===== src/rtl/sertx_syncfill.sv =====
module sertx_syncfill #(
  parameter int DW = 8
) (
  input  logic          clk,
  input  logic          rst,
  input  logic          cfg_sync,
  input  logic          cfg_par_en,
  input  logic          cfg_par_odd,
  input  logic          cfg_two_stop,
  input  logic          cfg_dual_sync,
  input  logic [DW-1:0] sync_a,
  input  logic [DW-1:0] sync_b,
  input  logic          tx_en,
  input  logic          cts_n,
  input  logic          brk,
  input  logic          bit_tick,
  input  logic          wr_stb,
  input  logic [DW-1:0] wr_data,
  output logic          tx_rdy,
  output logic          tx_empty,
  output logic          txd
);
  localparam int FW = DW + 4;
  localparam int CW = $clog2(FW + 1);

  logic [DW-1:0] hold_q;
  logic          hold_full;
  logic [FW-1:0] sh_q;
  logic [CW-1:0] left_q;
  logic          fill_q;
  logic          sel_q;

  logic          busy, boundary, go, load_data, load_sync, par;
  logic [DW-1:0] char_d;
  logic [FW-1:0] frame;
  logic [CW-1:0] len;

  assign busy      = left_q != '0;
  assign boundary  = bit_tick && (left_q <= CW'(1));
  assign go        = tx_en && !cts_n;
  assign load_data = boundary && go && hold_full;
  assign load_sync = boundary && go && !hold_full && cfg_sync;
  assign char_d    = load_data ? hold_q : ((cfg_dual_sync && sel_q) ? sync_b : sync_a);
  assign par       = (^char_d) ^ cfg_par_odd;

  always_comb begin
    frame = '1;
    if (cfg_sync) begin
      frame[DW-1:0] = char_d;
      if (cfg_par_en) frame[DW] = par;
      len = CW'(DW) + CW'(cfg_par_en);
    end else begin
      frame[0] = 1'b0;
      frame[DW:1] = char_d;
      if (cfg_par_en) frame[DW+1] = par;
      len = CW'(DW + 2) + CW'(cfg_par_en) + CW'(cfg_two_stop);
    end
  end

  always_ff @(posedge clk) begin
    if (rst) begin
      hold_q    <= '0;
      hold_full <= 1'b0;
      sh_q      <= '1;
      left_q    <= '0;
      fill_q    <= 1'b0;
      sel_q     <= 1'b0;
    end else begin
      if (load_data || load_sync) begin
        sh_q   <= frame;
        left_q <= len;
        fill_q <= load_sync;
        sel_q  <= load_sync && cfg_dual_sync && !sel_q;
      end else if (bit_tick && busy) begin
        sh_q   <= {1'b1, sh_q[FW-1:1]};
        left_q <= left_q - CW'(1);
      end
      if (load_data) begin
        hold_full <= 1'b0;
      end else if (wr_stb && !hold_full) begin
        hold_q    <= wr_data;
        hold_full <= 1'b1;
      end
    end
  end

  assign tx_rdy   = !hold_full;
  assign tx_empty = !hold_full && !(busy && !fill_q);
  assign txd      = !brk && (busy ? sh_q[0] : 1'b1);
endmodule


===== config.mk =====
export PLATFORM = sky130hd
export DESIGN_NAME = sertx_syncfill
export DESIGN_NICKNAME = d
export VERILOG_FILES = /design/src/rtl/sertx_syncfill.sv
export SDC_FILE = /design/constraint.sdc
export NUM_CORES = 1
export LEC_CHECK = 0
export BUFFER_PORTS_ARGS = -buffer_cell sky130_fd_sc_hd__buf_2
export CAP_MARGIN = 30
export CORE_MARGIN = 2
export CORE_UTILIZATION = 56
export DETAILED_ROUTE_END_ITERATION = 8
export HOLD_SLACK_MARGIN = 0.02
export PLACE_DENSITY_LB_ADDON = 0.12
export SLEW_MARGIN = 20
export SYNTH_ARGS = -nofsm -noshare
export SYNTH_HDL_FRONTEND = slang
export SYNTH_SLANG_ARGS = --single-unit

===== constraint.sdc =====
create_clock -name clk -period 3.6 [get_ports clk]
set_input_delay 0.54 -clock clk [delete_from_list [all_inputs] [get_ports clk]]
set_output_delay 0.54 -clock clk [all_outputs]
set_load 0.005 [all_outputs]

Word level (Yosys, flattened, before mapping)
Cells that the tools add are included.
W data, S select, Z words.

operators by class
  $add $sub $neg = 4
  order comparisons = 1
  mux-type cells = 11
  bitwise gates (word level) = 2
  reductions and logical operators = 26

operator list
  operator               number
  $mux W10               2
  $mux W8                2
  $logic_and A1 B1 Y1    14
  $mux W4                3
  $mux W9                1
  $add A4 B1 Y4 const A  2
  $reduce_xor A8 Y1      1
  $logic_not A1 Y1       6
  $add A4 B1 Y4          1
  $le A4 B1 Y1 const B   1
  $reduce_bool A4 Y1     1
  $sub A4 B1 Y4 const B  1
  $mux W1                3
  $reduce_and A2 Y1      1
  $reduce_bool A2 Y1     1
  $reduce_or A2 Y1       1
  $logic_or A1 B1 Y1     1
  $not A1 Y1             1
  $xor A1 B1 Y1          1

storage, ports and cells
  bits in registers = 25
  output and inout port bits = 3

Longest topological paths before layout
  word-level depth = 10
  depth in mapped cells = 11
  mapped depth without buffers = 9

Least setup slack after synthesis
No wires, ideal clock.

  path type = input to register
  start point = input port cts_n
  end point = register sh_q[9]
  arrival time = 2.185 ns
  data required time = 3.474 ns
  path slack = 1.288 ns
  stages on the path = 8
  buffers on the path = 1
  path through = nand3b_1 nor4b_4 buf_6 mux2i_1 xor2_1 xnor2_2 xnor2_1 a31oi_1

on the way
  cells in the longest elaborated chain, start to end = 10

RTL lines
  item                   RTL line  text
  from (decl)            14        input logic cts_n,
  $logic_not A1 Y1 *     40        assign go = tx_en && !cts_n;
  $logic_and A1 B1 Y1 *  40
  $logic_and A1 B1 Y1 *  41, 42
  $logic_and A1 B1 Y1    41        assign load_data = boundary && go && hold_full;
  $mux W8                43        assign char_d = load_data ? hold_q : ((cfg_dual_sync && sel_q) ? sync_b : sync_a);
  $reduce_xor A8 Y1      44        assign par = (^char_d) ^ cfg_par_odd;
  $xor A1 B1 Y1          44
  $mux W1                55        if (cfg_par_en) frame[DW+1] = par;
  $mux W1                48        if (cfg_sync) begin
  $mux W10               69        if (load_data || load_sync) begin
  to (signal assigned)   70        sh_q <= frame;
  to (signal assigned)   75        sh_q <= {1'b1, sh_q[FW-1:1]};
  to (decl)              28        logic [FW-1:0] sh_q;

Every way passes the cells marked *; elsewhere a longest branch is shown, timed or not.
A chain may end at the register's enable or synchronous reset.

Worst setup path after layout
  start point = register left_q[0]
  end point = register sh_q[0]

on the way
  cells in the longest elaborated chain, start to end = 7

RTL lines
  item                                                   RTL line  text
  from (decl)                                            29        logic [CW-1:0] left_q;
  from (signal assigned)                                 71        left_q <= len;
  from (signal assigned)                                 76        left_q <= left_q - CW'(1);
  $le A4 B1 Y1                                           39        assign boundary = bit_tick && (left_q <= CW'(1));
  $logic_and A1 B1 Y1                                    39
  $logic_and A1 B1 Y1                                    41, 42
  $logic_and A1 B1 Y1 (on tied branches)                 41, 42
  $mux W8 / $logic_and A1 B1 Y1 (equally long branches)  43, 42
  $mux W9 / $logic_or A1 B1 Y1 (equally long branches)   48, 69
  $mux W10 / $reduce_bool A2 Y1 (equally long branches)  n/a

Parallel ways exist; a longest one is shown, timed or not.

==> results.cfg <==
[yosys]
synth-compound-area-share_pct = 17.6
synth_edf_count = 0
synth_top_family_by_area = simple AND/OR/NAND/NOR gates
syn_area_per_cell_sq_um = 8.98
ys_seq_area_share_pct = 32.8
netlist_instances = 170
ys.flop_type = dfxtp_1
synthArstFlopShare_pct = 0
synth_xor_area_share_pct = 7.30
synth.area.mux_share_pct = 17.3
yosysTopAreaCell = dfxtp_1
yosysWarnings = 0
netlist.area_leader.share_pct = 32.8
yosys-top-cells-count = 28 x nor2_1, 25 x dfxtp_1, 17 x mux2i_1
ys_ff_latch = 25
yosysUniqueCellTypes = 40
synthAdderAreaFrac_pct = 3.28
synthSimpleGateAreaFrac_pct = 18.3
synth_most_common_cell = nor2_1
synth_area_leaders = dfxtp_1 33%, mux2i_1 11%, nor2_1 6.9%, mux2_2 3.7%, xnor2_1 3.4%
netlist_area_sq_um = 1530
synthesis.nets = 210

[timing]
rsz0062_at_grt = false
finalClockSkew_ns = 0.00382
hold_viol_final = 0
worstMarginPinSlew_ns = 0.897
drv_slew = 0
relSlewSlack_pct = 40.1
period_needed_ns = 3.24
fmax_ghz = 0.308
fin_crit_sh_pct = 90.1
tns_ns = 0
finalWorstSetupSlack_ns = 0.357
setup_viol = 0

[grt]
grt_antenna_before_repair = 0
overflow = 0
grt_pass1_vias = 1307
grt_max_degree = 27
grtUsageTotal_pct = 23.6
grt_pass1_wl_mm = 6.04

[cts]
cts_tree = yes
cts.sinks = 25
cts-resized-gates = 0
h-tree-depth = 1
cts.hold.buffers_added = 0
post_cts_buffers = 0
cts_buffers = 3
cts_root_buf = clkbuf_4
clk_path_buf_depth = 2
clock_latency_ns = 0.31
clkSlewWorstSetupHoldPaths_ns = 0.14

[final_layout]
syn_to_final_growth_pct = 14.4
diodes = 0
layout-drive-gt1-share_pct = 25.4
nNetsFinal = 246
fillers = 221
finalInstanceArea_sq_um = 1750

[power_and_ir_drop]
powerDensity_nw_per_um2 = 498
p_leak_nw = 0.790
peakVddDrop_v = 0.000389

[detailed_routing]
vias = 1377
totalWireLength_mm = 3.49
firstDrtPassIters = 4
antenna_left = 0
dr.first_iter.drc_count = 68
post_drt_wl_per_cell_microns = 14.8
vias_per_cell = 5.86
drc = 0

[floorplanning]
die_height_microns = 56.2
core_area_sq_um = 2520
dieArea_sq_um = 3160
io_pins = 39
start_util_pct = 60.5
die_w_microns = 56.2
row_count = 18

[setup_path]
path_buf_inv = 1
worstSetupPathType = register to register
end_kind = register
cp_data_arrival_time_ns = 3.46
cp_slowest_cell = nor2_1
cp_cell_sequence = inv_1 > ha_1 > nor2_1 > nor4_1 > and2_1 > nor2_1 > nand2_1 > o21a_1 > a311o_1
cp_top_family = simple AND/OR/NAND/NOR gates
start_kind = register
cpPeakStageDelay_ns = 0.66
required_ns = 3.82
ff2ff_setup_slack_ns = 0.36
cpMostUsedCell = nor2_1
crit_fanout = 17

[placed_design]
gp_congestion = 0.895
port-buffer-count = 38
postPlaceCellArea_sq_um = 1720
place_ws_ns = 0.444
place_hpwl_mm = 2.62

[run_status]
status = completed

[hold_path]
hold_path.class = primary input to register

[job]
cap_violations = 0
-- cell usage in the layout (no fill, tap or decap), drive strengths merged, types with 5 or more instances in the layout --
cell,Yosys,layout
mux2i,17,17
nand2,10,10
a21oi,5,5
dfxtp,25,25
a22oi,5,5
nor3,6,6
nor2,28,28
buf,5,39
xnor2,8,8
mux2,8,8
-- final timing paths --
check	startpoint	end	depth (start not counted)
worst min-delay path	wr_data[2]	hold_q[2]$_SDFFE_PP0P_	3
worst max register to register	left_q[0]$_SDFFE_PP0P_	sh_q[0]$_SDFFE_PP1P_	9
worst max-delay path	left_q[0]$_SDFFE_PP0P_	sh_q[0]$_SDFFE_PP1P_	9
worst min register to register	fill_q$_SDFFE_PP0N_	fill_q$_SDFFE_PP0N_	2
-- layout make-up --
cell class	instances	area, sq um	area share, %
multi-input combinational	134	973	55.7
inverter	3	11.3	0.645
clock buffer	4	26.3	1.50
tap	30	37.5	2.15
timing repair buffer	39	198	11.3
sequential	25	500	28.7
-- through the flow --
step                util [%]  hold WS (ns)  instances  total power (W)
CTS                     69.2         0.449        235         0.000867
global placement        68.2         0.477        231         0.000734
global route            69.2         0.459        235         0.000936
floorplan                  -         0.461        170         0.000652
detailed placement      68.2         0.490        231         0.000742
finish                  69.2         0.451        235         0.000870
-- per-layer routing --
| metal | routed length, microns | track usage, % | up-vias |
|---|---|---|---|
| li1 | - | - | 687 |
| met1 | 1580 | 31.2 | 642 |
| met2 | 1730 | 40.8 | 46 |
| met3 | 164 | 3.26 | 2 |
| met4 | 16 | 5.10 | 0 |
| met5 | 0 | 0 | - |
-- kinds of logic (layout without fill, tap and decap cells) --
kind of cell / count (synthesis) / after routing
XOR/XNOR: 11 / 11
AND/OR/NAND/NOR: 58 / 58
buffers and inverters: 11 / 46
adder cells (fa/ha/maj): 4 / 4
flip-flops: 25 / 25
AO/OA/AOI/OAI: 36 / 36
multiplexers: 25 / 25
-- report_power, final --
| group | switching (W) | leakage [nW] | internal (W) |
|---|---|---|---|
| clock | 0.0000843 | 0.0150 | 0.0000433 |
| combinational | 0.000212 | 0.571 | 0.000174 |
| sequential | 0.0000366 | 0.205 | 0.000320 |
| total | 0.000333 | 0.790 | 0.000537 |
-- worst min-delay path: stages --
cell     delay (ns)
buf_2          0.07
mux2i_1        0.05
nor2_1         0.07
-- state kept, by name (all words and copies together), names as in the netlist --
register   count
fill_q         1
hold_full      1
hold_q         8
left_q         4
sel_q          1
sh_q          10
(Power assumes the default switching activity.)
